### src/rtl/lin_mode_ctrl.sv
module lin_mode_ctrl #(
  parameter int EN_DELAY_US = 7
) (
  input  logic clk,
  input  logic rst_n,
  input  logic supply_ok,
  input  logic en_pin,
  input  logic txd_in,
  input  logic rx_bus,
  input  logic bus_wake,
  input  logic local_wake,
  input  logic us_tick,
  output logic inh_on,
  output logic tx_path_en,
  output logic rx_path_en,
  output logic rxd_out,
  output logic txd_strong_pd,
  output logic txd_weak_pd
);

  localparam int CW = (EN_DELAY_US > 1) ? $clog2(EN_DELAY_US) : 1;

  typedef enum logic [1:0] {M_OFF, M_SAFE, M_RUN, M_DOZE} mode_t;

  mode_t         mode;
  logic          en_s1, en_s2, en_q;
  logic          sleep_arm, wake_flag, wake_local;
  logic [CW-1:0] dly;

  wire en_fall  = en_q & ~en_s2;
  wire dly_done = us_tick && (dly == CW'(EN_DELAY_US - 1));

  always_ff @(posedge clk or negedge rst_n) begin
    if (!rst_n) begin
      en_s1 <= 1'b0;
      en_s2 <= 1'b0;
      en_q  <= 1'b0;
    end else begin
      en_s1 <= en_pin;
      en_s2 <= en_s1;
      en_q  <= en_s2;
    end
  end

  always_ff @(posedge clk or negedge rst_n) begin
    if (!rst_n) begin
      mode       <= M_OFF;
      dly        <= '0;
      sleep_arm  <= 1'b0;
      wake_flag  <= 1'b0;
      wake_local <= 1'b0;
    end else if (!supply_ok) begin
      mode       <= M_OFF;
      dly        <= '0;
      sleep_arm  <= 1'b0;
      wake_flag  <= 1'b0;
      wake_local <= 1'b0;
    end else begin
      case (mode)
        M_OFF: mode <= M_SAFE;
        M_SAFE: begin
          if (en_s2) begin
            wake_flag  <= 1'b0;
            wake_local <= 1'b0;
            if (dly_done) begin
              mode <= M_RUN;
              dly  <= '0;
            end else if (us_tick) begin
              dly <= dly + 1'b1;
            end
          end else begin
            dly <= '0;
          end
        end
        M_RUN: begin
          if (sleep_arm) begin
            if (en_s2) begin
              sleep_arm <= 1'b0;
              dly       <= '0;
            end else if (dly_done) begin
              mode      <= M_DOZE;
              sleep_arm <= 1'b0;
              dly       <= '0;
            end else if (us_tick) begin
              dly <= dly + 1'b1;
            end
          end else if (en_fall && txd_in) begin
            sleep_arm <= 1'b1;
            dly       <= '0;
          end
        end
        M_DOZE: begin
          if (bus_wake || local_wake) begin
            mode       <= M_SAFE;
            wake_flag  <= 1'b1;
            wake_local <= local_wake;
          end
        end
        default: mode <= M_OFF;
      endcase
    end
  end

  assign inh_on        = (mode == M_SAFE) || (mode == M_RUN);
  assign tx_path_en    = (mode == M_RUN);
  assign rx_path_en    = (mode == M_RUN);
  assign rxd_out       = (mode == M_RUN)  ? rx_bus :
                         (mode == M_SAFE) ? ~wake_flag : 1'b1;
  assign txd_strong_pd = (mode == M_SAFE) && wake_flag && wake_local;
  assign txd_weak_pd   = (mode == M_SAFE) && wake_flag && !wake_local;

  a_r2_powerup_to_safe: assert property (@(posedge clk) disable iff (!rst_n)
    ($past(mode) == M_OFF && mode != M_OFF) |-> mode == M_SAFE);

  a_r3_supply_loss: assert property (@(posedge clk) disable iff (!rst_n)
    !supply_ok |=> (mode == M_OFF && !wake_flag));

  a_r4_run_entry: assert property (@(posedge clk) disable iff (!rst_n)
    (mode == M_RUN && $past(mode) != M_RUN) |-> ($past(mode) == M_SAFE && $past(en_s2)));

  a_r6_doze_entry: assert property (@(posedge clk) disable iff (!rst_n)
    (mode == M_DOZE && $past(mode) != M_DOZE) |->
      ($past(mode) == M_RUN && !$past(en_s2) && $past(sleep_arm)));

  a_r8_wake_origin: assert property (@(posedge clk) disable iff (!rst_n)
    $rose(wake_flag) |-> ($past(mode) == M_DOZE && mode == M_SAFE));

  a_r9_flag_clear: assert property (@(posedge clk) disable iff (!rst_n)
    (mode == M_SAFE && en_s2 && supply_ok) |=> !wake_flag);

endmodule

### config.mk
export PLATFORM = sky130hd
export DESIGN_NAME = lin_mode_ctrl
export DESIGN_NICKNAME = d
export VERILOG_FILES = /design/src/rtl/lin_mode_ctrl.sv
export SDC_FILE = /design/constraint.sdc
export NUM_CORES = 1
export LEC_CHECK = 0
export BUFFER_PORTS_ARGS = -buffer_cell sky130_fd_sc_hd__buf_2
export CAP_MARGIN = 5
export CORE_AREA = 3 3 40 42
export CTS_BUF_LIST = sky130_fd_sc_hd__clkbuf_4
export CTS_CLUSTER_SIZE = 24
export DETAILED_ROUTE_END_ITERATION = 10
export DIE_AREA = 0 0 43 45
export GPL_TIMING_DRIVEN = 0
export MAX_ROUTING_LAYER = met4
export PLACE_DENSITY = 0.77
export SYNTH_ARGS = -nofsm -noshare
export SYNTH_HDL_FRONTEND = slang
export SYNTH_SLANG_ARGS = --single-unit
### constraint.sdc
create_clock -name clk -period 2.5 [get_ports clk]
set_input_delay 0 -clock clk [delete_from_list [all_inputs] [get_ports clk]]
set_output_delay 0 -clock clk [all_outputs]
set_load 0.02 [all_outputs]
* Word-level counts from Yosys, hierarchy flattened
Index checks and enable logic that the tools add are counted.
Operators by class: add/sub/neg operators 1, multiply operators 0, divide/modulo/power cells 0, magnitude comparators 0, equal/unequal tests 14, shift-type cells 0, mux-type cells 31, bitwise gates (word level) 3, reduce and logical (&&, ||, !) cells 12
Operators with widths (number):
- $mux 3 | 7
- $mux 2 | 7
- $mux 1 | 13
- $ne 3x3->1 const B | 4
- $pmux 2 s4 | 1
- $ne 3x1->1 const B | 2
- $ne 3x2->1 const B | 2
- $pmux 3 s2 | 1
- $reduce_and 6->1 | 1
- $logic_and 1x1->1 | 5
- $eq 2x2->1 const B | 2
- $ne 4x2->1 const B | 1
- $pmux 1 s2 | 2
- $add 3x1->3 const B | 1
- $eq 3x3->1 const B | 1
- $reduce_and 3->1 | 1
- $eq 2x1->1 const B | 1
- $logic_not 2->1 | 1
- $logic_or 1x1->1 | 2
- $ne 2x1->1 const B | 1
- $not 1->1 | 2
- $reduce_and 2->1 | 1
- $and 1x1->1 | 1
- $logic_not 1->1 | 1
Word-level totals: register bits after elaboration 11, bits in latches 0, RAM bits 0, bits in read-only memories 0, input bits 9, output and inout bits 6, word-level logic and storage cells 69, memories kept 0

* Longest topological paths before layout
Gate-level depths: netlist of the first run.
word-level depth 7, gate-level depth with buffers 7, gate-level depth less buffers 6

* Worst setup path after synthesis of the first run
No wires, ideal clock.
path kind reg2reg, start register mode[0], end register dly[2], library setup time 0.122 ns, arrival 1.437 ns, data required time 2.378 ns, path slack 0.941 ns, stages on the path, launching flop included 8, buffers on the path 1, period minus slack after synthesis 1.559 ns, path through dfrtp_1 -> inv_1 -> ha_1 -> buf_2 -> and3b_1 -> o21ai_1 -> nand2b_1 -> o2bb2ai_1
Between the ends: longest elaborated chain between the ends 3, elaborated cells between the ends (all ways) 7, those cells by class eq/ne (4); mux (2); reduce/logical (1)
Ends and longest elaborated chain:
- start: declaration | line 25 | mode_t mode;
- start signal: assignment | line 47 | mode <= M_OFF;
- start signal: assignment | line 53 | mode <= M_OFF;
- start signal: assignment | line 60 | M_OFF: mode <= M_SAFE;
- $eq 2x2->1 *
- named net rx_path_en | line 15 | output logic rx_path_en,
- $ne 4x2->1 (no line) (tied with other cells)
- $reduce_and 2->1 (no line) / $mux 3 (equally long branches)
- end signal: assignment | line 69 | dly <= dly + 1'b1;
- end signal: assignment | line 85 | dly <= dly + 1'b1;
- end: declaration | line 28 | logic [CW-1:0] dly;
Mark *: on every way through the listed nets, which the timed path passes. The rest lies on a longest branch. A chain may end at the register's enable or synchronous reset.

* Worst setup path after layout of the first run
start register mode[0], end output port rxd_out
Between the ends: longest elaborated chain between the ends 3, elaborated cells between the ends (all ways) 4, those cells by class eq/ne (2); mux (2)
Ends and longest elaborated chain:
- $eq 2x1->1 | line 108 | (mode == M_SAFE) ? ~wake_flag : 1'b1;
- $mux 1 | line 108
- $mux 1 * | line 107 | assign rxd_out = (mode == M_RUN) ? rx_bus :
- end: declaration | line 16 | output logic rxd_out,
Every way passes the cells marked *; elsewhere a longest branch is shown, timed or not.

==> impl_metrics.env, run 1 <==
export IMPL_rows=13
export IMPL_hold_ws_ns=0.00935
export IMPL_syn2layout_area_growth_pct=19.6
export IMPL_die_w_um=43
export IMPL_grt_pass1_wl_um=2080
export IMPL_final_max_slew_viol_count=0
export IMPL_dr_first_iter_drc_count=6
export IMPL_antenna_found_initial=0
export IMPL_ys_ff_latch=11
export IMPL_crit_path_end_kind="output port"
export IMPL_drc=0
export IMPL_crit_path_start_kind="flip-flop"
export IMPL_startpoint="mode[0]"
export IMPL_clock_fmax_ghz=0.608
export IMPL_numCtsBuffers=3
export IMPL_cts_tree="yes"
export IMPL_synthArstFlopShare_pct=100
export IMPL_timing_final_hold_violations=0
export IMPL_leakagePower_nw=0.423
export IMPL_power_density_mw_per_mm2=803
export IMPL_firstDrtPassIters=4
export IMPL_totalPowerFinal_uw=667
export IMPL_grt_start_max_net_pins=12
export IMPL_die_h_um=45
export IMPL_wl_um=1210
export IMPL_ant_nets=0
export IMPL_cp_endpoint="rxd_out"
export IMPL_worstReg2RegEnd="dly[1]"
export IMPL_dp_cells=96
export IMPL_period_share_pct=65.8
export IMPL_drv_cap=0
export IMPL_design_area_um2=831
export IMPL_die_area_mm2=0.00194
export IMPL_initial_core_util_pct=54.0
export IMPL_worstHoldPathType="primary input to flip-flop"
export IMPL_yosysTopAreaCell="dfrtp_1"
export IMPL_ff_latch_area_um2=275
export IMPL_layout_cells_most_common_list="15 x buf_2, 11 x dfrtp_1, 6 x ha_1"
export IMPL_timing_final_crit_period_ns=1.64
export IMPL_core_area_mm2=0.00128
export IMPL_status="complete, no violations"
export IMPL_vias=532
export IMPL_n_antenna_cell=0
export IMPL_fin_worst_skew_ns=0.000765
export IMPL_rr_startpoint="mode[0]"
export IMPL_post_cts_setup_buffer_count=0
export IMPL_arrival_ns=1.64
export IMPL_multi_input_comb_area_um2=388
export IMPL_clk_latency_ns=0.26
export IMPL_r2r_slack_ns=0.90
export IMPL_cts_resized=0
export IMPL_worstMarginPinSlew_ns=0.253
export IMPL_dp_hpwl_um=948
export IMPL_synthFlopType="dfrtp_1"
export IMPL_synth_edf_count=0
export IMPL_clkSinkCount=11
export IMPL_rsz0062_at_grt="no"
export IMPL_max_slew_margin_pct=83.2
export IMPL_syn_avg_cell_area_um2=10.4
export IMPL_crit_fanout=7
export IMPL_final_common_cell="buf_2"
export IMPL_peakVddDrop_mv=0.821
export IMPL_ys_types=31
export IMPL_worstRegToRegCells=7
export IMPL_routabilityCongestion=0.687
export IMPL_finalSetupViolCount=0
export IMPL_vias_per_cell=5.22
export IMPL_critical_path_class="flip-flop to output port"
export IMPL_clkTransAtPathRegs_ns=0.07
export IMPL_nets=103
export IMPL_port_buffers=14
export IMPL_n_fill_cell=113
export IMPL_cts_htree_levels=1
export IMPL_cts_root_buf="clkbuf_4"
export IMPL_io_pins=15
export IMPL_synth_nets=82
export IMPL_yosysSeqAreaShare_pct=39.6
export IMPL_yosys_warnings=0
export IMPL_tns_ns=0
export IMPL_stdcell_count=102
export IMPL_yosys_area_top_type_share_pct=39.6
export IMPL_syn_area_um2=694
export IMPL_routedWlPerCell_um=11.9
export IMPL_synthCells=67
export IMPL_cts_path_max_buffers=2
export IMPL_placed_area_um2=783
export IMPL_grt_usage_pct=15.2
export IMPL_globalRoute_totalOverflow=0
export IMPL_first_global_vias=507
export IMPL_required_ns=2.50
export IMPL_layout_drive_gt1_share_pct=32.2
export IMPL_synth_area_leaders="dfrtp_1 40%, ha_1 11%, mux2i_1 4.3%"
[power by group]
group          internal [mW]  switching, mW  total (mW)
sequential             0.203         0.0256       0.228
clock                 0.0591         0.0614       0.121
combinational          0.144          0.174       0.318
total                  0.405          0.261       0.667
[timing repair]
action / 4_1_cts / 5_1_grt
hold buffers: 2 / 0
hold endpoints to repair: 12 / 0
setup endpoints to repair: 0 / 0
[final cells by class]
type / count / share of cell area [%]
multi-input combinational: 49 / 46.7
sequential: 11 / 33.1
timing repair buffer: 16 / 10.8
clock buffer: 3 / 2.71
inverter: 5 / 2.26
tap: 15 / 2.26
buffer: 2 / 1.51
clock inverter: 1 / 0.602
[cells by family after synthesis]
group | after synthesis | synth area share (%)
and+or+nand+nor | 24 | 21.6
AOI/OAI and AO/OA | 15 | 17.5
DFF | 11 | 39.6
buffers and inverters | 7 | 4.50
adders and majority gates | 6 | 10.8
muxes | 4 | 5.95
[worst min path at each step]
stage               start         end  slack (ns)  depth (start not counted)
6_report       local_wake  wake_local       0.009                          3
5_1_grt        local_wake  wake_local       0.007                          3
4_1_cts        local_wake  wake_local       0.008                          3
3_5_place_dp        rst_n  wake_local       -0.12                          1
3_3_place_gp        rst_n  wake_local       -0.12                          1
2_1_floorplan       rst_n      dly[0]       -0.30                          0
[cells in the mapped netlist, types with 2 or more instances]
master     number
dfrtp_1        11
ha_1            6
inv_1           5
nand2_1         5
mux2i_1         3
nand2b_1        3
nand3_1         3
o2bb2ai_1       3
a21boi_1        2
and3_1          2
nand3b_1        2
nor2_1          2
o21ai_1         2
[state kept, by name, indices dropped and copies added, names as in the netlist]
signal / count
en_s2: 1
mode: 2
sleep_arm: 1
dly: 3
en_q: 1
wake_local: 1
en_s1: 1
wake_flag: 1
[routing by layer]
| layer | track usage, % | vias to the layer above | share of wire [%] |
|---|---|---|---|
| li1 | - | 272 | - |
| met1 | 17.8 | 247 | 48 |
| met2 | 24.9 | 11 | 46 |
| met3 | 5.98 | 2 | 4.7 |
| met4 | 3.61 | 0 | 1.2 |
| met5 | - | - | 0 |
[through the flow]
stage               setup WS (ns)  utilization, %
finish                      0.855            64.7
global route                0.741            64.7
CTS                         0.844            64.7
detailed placement          0.906            61.0
global placement            0.942            61.0
floorplan                   0.941               -
[critical path, stage by stage, from the launching register on]
cell	delay, ns
dfrtp_1	0.43
inv_1	0.07
ha_1	0.18
buf_2	0.20
mux2_2	0.34
buf_2	0.16
Note: power is estimated with default switching activity, not from simulation.
==> inputs of run 2 (changes only) <==
- CORE_AREA: 3 3 40 42 -> unset
- CORE_MARGIN: unset -> 3
- CORE_UTILIZATION: unset -> 49
- DIE_AREA: 0 0 43 45 -> unset
- PLACE_DENSITY: 0.77 -> 0.76
- clock period: 2.5 -> 1.4 ns (I/O delays scaled with it)
==> run 2 against run 1 <==
Compared with the run above: the run now ends with negative setup slack left; cell count up 12%; global-route usage up 4.2 points; register-to-register slack worse by 0.96 ns; sequential share of layout area down 7.0 points; combinational power rose to 2.9 times the previous value; wire length up 47%; via count up 15%; clock-buffer cell count unchanged; worst hold slack better by 0.043 ns; highest routed layer unchanged.
==> impl_metrics.env, run 2 (synthesis gave the netlist of run 1 again) <==
export IMPL_layout_cells_most_common_list="12 x buf_4, 11 x buf_2, 9 x dfrtp_1"
export IMPL_worstMarginPinSlew_ns=0.250
export IMPL_cts_tree="yes"
export IMPL_grt_usage_pct=19.4
export IMPL_stdcell_count=114
export IMPL_setup_ws_ns=-0.0580
export IMPL_fin_util_pct=87.3
export IMPL_peakVddDrop_mv=1.21
export IMPL_rows=12
export IMPL_crit_path_start_kind="flip-flop"
export IMPL_layout_drive_gt1_share_pct=59.0
export IMPL_timing_final_crit_period_ns=1.46
export IMPL_routabilityCongestion=0.731
export IMPL_n_fill_cell=53
export IMPL_power_density_mw_per_mm2=1490
export IMPL_totalPowerFinal_mw=1.58
export IMPL_crit_path_end_kind="flip-flop"
export IMPL_final_max_slew_viol_count=0
export IMPL_timing_final_hold_violations=0
export IMPL_globalRoute_totalOverflow=0
export IMPL_finalSetupViolCount=7
export IMPL_dr_first_iter_drc_count=7
export IMPL_crit_chain="inv_2, ha_4, mux2i_2, nand3_2, o21ai_2, o2bb2ai_1"
export IMPL_max_slew_margin_pct=83.3
export IMPL_clk_latency_ns=0.28
export IMPL_path_buf_inv=1
export IMPL_grt_start_max_net_pins=12
export IMPL_drv_cap=0
export IMPL_crit_family="flip-flops"
export IMPL_multi_input_comb_area_um2=489
export IMPL_cpMaxStageDelayCell="dfrtp_2"
export IMPL_critical_path_class="flip-flop to flip-flop"
export IMPL_top_regs="dly (3), mode (2)"
export IMPL_nets=116
export IMPL_numCtsBuffers=3
export IMPL_cts_root_buf="clkbuf_4"
export IMPL_dp_cells=95
export IMPL_fin_worst_skew_ns=0.00694
export IMPL_n_antenna_cell=0
export IMPL_tns_ns=-0.227
export IMPL_period_share_pct=104
export IMPL_largest_register_ffs=3
export IMPL_worstHoldPathType="primary input to flip-flop"
export IMPL_violations="negative setup slack"
export IMPL_clkSinkCount=11
export IMPL_grt_pass1_wl_um=2550
export IMPL_ant_nets=0
export IMPL_drc=0
export IMPL_core_area_mm2=0.00122
export IMPL_die_h_um=43.6
export IMPL_vias=612
export IMPL_clock_fmax_ghz=0.686
export IMPL_leakagePower_nw=0.511
export IMPL_initial_core_util_pct=57.1
export IMPL_routedWlPerCell_um=15.6
export IMPL_syn2layout_area_growth_pct=53.0
export IMPL_design_area_mm2=0.00106
export IMPL_wl_um=1780
export IMPL_required_ns=1.60
export IMPL_io_pins=15
export IMPL_ff_latch_area_um2=278
export IMPL_pre_cts_ws_ns=-0.135
export IMPL_crit_fanout=7
export IMPL_rsz0062_at_grt="yes"
export IMPL_cts_htree_levels=1
export IMPL_vias_per_cell=5.37
export IMPL_max_stage_delay_ns=0.44
export IMPL_clkTransAtPathRegs_ns=0.07
export IMPL_final_common_cell="buf_4"
export IMPL_firstDrtPassIters=4
export IMPL_hold_ws_ns=0.0527
export IMPL_antenna_found_initial=0
export IMPL_placed_area_um2=815
export IMPL_dp_hpwl_um=989
export IMPL_arrival_ns=1.65
export IMPL_top_register="dly"
export IMPL_status="finished, violations left"
export IMPL_port_buffers=14
export IMPL_die_area_mm2=0.00190
export IMPL_die_w_um=43.6
export IMPL_cts_path_max_buffers=2
export IMPL_first_global_vias=607
==> run 2: worst register-to-register path, cell delays in order (launching register included) <==
cell and delay, ns:
dfrtp_2 0.44, inv_2 0.08, ha_4 0.18, mux2i_2 0.25, nand3_2 0.17, o21ai_2 0.13, o2bb2ai_1 0.14
==> run 2: per-layer routing <==
| layer | vias up | global-route usage (%) | share of wire, % |
|---|---|---|---|
| li1 | 298 | - | - |
| met1 | 289 | 20.3 | 37 |
| met5 | - | - | 0 |
| met2 | 17 | 31.7 | 54 |
| met3 | 8 | 7.05 | 5.0 |
| met4 | 0 | 9.64 | 3.9 |
==> run 2: power breakdown <==
| part | switching [mW] | internal, mW |
|---|---|---|
| clock network | 0.113 | 0.106 |
| logic | 0.437 | 0.492 |
| registers | 0.0629 | 0.367 |
==> run 2: final timing paths <==
check | slack (ns) | depth (start not counted) | end | from
max in group asynchronous | 1.05 | 2 | mode[1] | rst_n
max reg2reg | -0.06 | 6 | dly[1] | mode[0]
min reg2reg | 0.36 | 0 | en_s2 | en_s1
min in group asynchronous | 0.12 | 2 | wake_local | rst_n
max | -0.06 | 6 | dly[1] | mode[0]
min | 0.05 | 3 | mode[1] | supply_ok
==> run 2: cell type report <==
| cell class | count | share of cell area (%) |
|---|---|---|
| buffer | 1 | 0.707 |
| clock buffer | 3 | 2.12 |
| clock inverter | 1 | 0.471 |
| inverter | 5 | 1.77 |
| multi-input combinational | 49 | 46.1 |
| sequential | 11 | 26.1 |
| tap | 14 | 1.65 |
| timing repair buffer | 30 | 21.1 |
==> run 2: what timing repair did <==
item	in CTS	in global routing
gates resized for setup	12	15
setup buffers	8	5
hold buffers	3	0
pin swaps	4	5
hold endpoints to repair	13	0
endpoints found under the setup margin	8	10
cloned	0	0
==> inputs of run 3 (changes only) <==
- CTS_CLUSTER_DIAMETER: unset -> 50
- SETUP_SLACK_MARGIN: unset -> 0.05
==> run 3 against run 2 <==
Compared with the run above: the flow still finishes with violations (negative setup slack); flip-flop and latch count unchanged; first-iteration DRC count unchanged; design area rose by 1.1%; non-clock buffer count decreased by 1; cell count is 0.88% lower; critical path depth did not move; register-to-register slack about the same; critical endpoint unchanged; clock skew is 0.0033 ns lower; sequential power barely moved; total power up 1.1%.
==> impl_metrics.env, run 3 (synthesis gave the netlist of run 1 again) <==
export IMPL_syn2layout_area_growth_pct=54.6
export IMPL_cts_path_max_buffers=2
export IMPL_largest_register_ffs=3
export IMPL_routedWlPerCell_um=15.3
export IMPL_timing_final_hold_violations=0
export IMPL_rows=12
export IMPL_cts_htree_levels=1
export IMPL_crit_fanout=7
export IMPL_worstHoldPathType="primary input to flip-flop"
export IMPL_dr_first_iter_drc_count=7
export IMPL_clkTransAtPathRegs_ns=0.07
export IMPL_grt_pass1_wl_um=2630
export IMPL_vias=618
export IMPL_globalRoute_totalOverflow=0
export IMPL_finalSetupViolCount=7
export IMPL_die_w_um=43.6
export IMPL_rsz0062_at_grt="yes"
export IMPL_placed_area_um2=815
export IMPL_clkSinkCount=11
export IMPL_drv_cap=0
export IMPL_timing_final_crit_period_ns=1.45
export IMPL_clk_latency_ns=0.28
export IMPL_ant_nets=0
export IMPL_vias_per_cell=5.47
export IMPL_required_ns=1.60
export IMPL_status="finished, violations left"
export IMPL_numCtsBuffers=3
export IMPL_design_area_mm2=0.00107
export IMPL_layout_cells_most_common_list="10 x buf_4, 10 x buf_2, 9 x dfrtp_1"
export IMPL_max_slew_margin_pct=83.4
export IMPL_grt_start_max_net_pins=12
export IMPL_peakVddDrop_mv=1.45
export IMPL_fin_worst_skew_ns=0.00368
export IMPL_nets=115
export IMPL_core_area_mm2=0.00122
export IMPL_totalPowerFinal_mw=1.60
export IMPL_violations="negative setup slack"
export IMPL_clock_fmax_ghz=0.690
export IMPL_cts_tree="yes"
export IMPL_final_max_slew_viol_count=0
export IMPL_firstDrtPassIters=4
export IMPL_port_buffers=14
export IMPL_initial_core_util_pct=57.1
export IMPL_drc=0
export IMPL_dp_hpwl_um=989
export IMPL_top_register="dly"
export IMPL_arrival_ns=1.65
export IMPL_critical_path_class="flip-flop to flip-flop"
export IMPL_crit_path_end_kind="flip-flop"
export IMPL_pre_cts_ws_ns=-0.135
export IMPL_leakagePower_nw=0.517
export IMPL_setup_ws_ns=-0.0500
export IMPL_worstMarginPinSlew_ns=0.248
export IMPL_first_global_vias=618
export IMPL_layout_drive_gt1_share_pct=59.6
export IMPL_power_density_mw_per_mm2=1490
export IMPL_grt_usage_pct=20.1
export IMPL_die_h_um=43.6
export IMPL_wl_um=1730
export IMPL_die_area_mm2=0.00190
export IMPL_period_share_pct=104
export IMPL_crit_path_start_kind="flip-flop"
export IMPL_top_regs="dly (3), mode (2)"
export IMPL_routabilityCongestion=0.731
export IMPL_antenna_found_initial=0
export IMPL_io_pins=15
export IMPL_cts_root_buf="clkbuf_4"
export IMPL_n_antenna_cell=0
==> run 3: cell types whose count changed in the layout (fill, tap and decap cells not counted), sizes merged <==
cell,before,now
buf,28,27
==> run 3: power by group <==
part / leakage (nW) / internal (mW) / total [mW] / switching, mW
Clock: 0.0177 / 0.106 / 0.221 / 0.115
Combinational: 0.358 / 0.500 / 0.944 / 0.444
Sequential: 0.142 / 0.367 / 0.431 / 0.0633
==> run 3: worst max-delay path, stage by stage, from the launching register on <==
cell,delay [ns]
dfrtp_2,0.45
inv_2,0.08
ha_4,0.19
mux2i_1,0.24
nand3_2,0.16
o21ai_2,0.12
o2bb2ai_1,0.14
==> run 3: what timing repair did <==
item                                   4_1_cts  5_1_grt
pin swaps                                    4        5
setup endpoints to repair                   10       11
cloned                                       0        0
endpoints found under the hold margin       13        0
gates resized for setup                     18       15
setup buffers                                8        4
hold buffers                                 3        0
==> run 3: layout make-up <==
cell class,count,area [µm²]
multi-input cells,49,498
clock inverters,1,5.00
well taps,14,17.5
plain buffers,1,7.51
clock buffers,3,22.5
repair buffers,29,226
flip-flops and latches,11,278
inverters,5,18.8
fillers,52,143
==> run 3: worst paths after layout <==
check	to	startpoint	cells past startpoint	slack, ns
max in group asynchronous	mode[1]	rst_n	2	1.06
setup / recovery	dly[1]	mode[0]	6	-0.05
hold / removal	mode[1]	supply_ok	3	0.05
setup reg to reg	dly[1]	mode[0]	6	-0.05
min in group asynchronous	wake_local	rst_n	2	0.12
hold reg to reg	en_s2	en_s1	0	0.36
==> run 3: stage by stage <==
step / utilization, % / hold slack (ns) / cells / setup TNS, ns
2_1_floorplan: - / -0.296 / 67 / -0.0305
3_3_place_gp: 67.0 / -0.122 / 95 / -0.359
3_5_place_dp: 67.0 / -0.118 / 95 / -0.566
4_1_cts: 81.0 / 0.0417 / 109 / -0.0855
5_1_grt: 88.3 / 0.0508 / 113 / -0.808
6_report: 88.3 / 0.0507 / 113 / -0.233
==> run 3: routing by layer <==
metal  part of all wire [%]  routed length [µm]  GRT usage (%)  up-vias
li1                       -                   -              -      300
met1                     40                 695           21.1      290
met2                     50                 863           32.6       18
met3                    4.7                  82           7.05       10
met4                    5.3                  92           10.8        0
met5                      0                   0              -        -
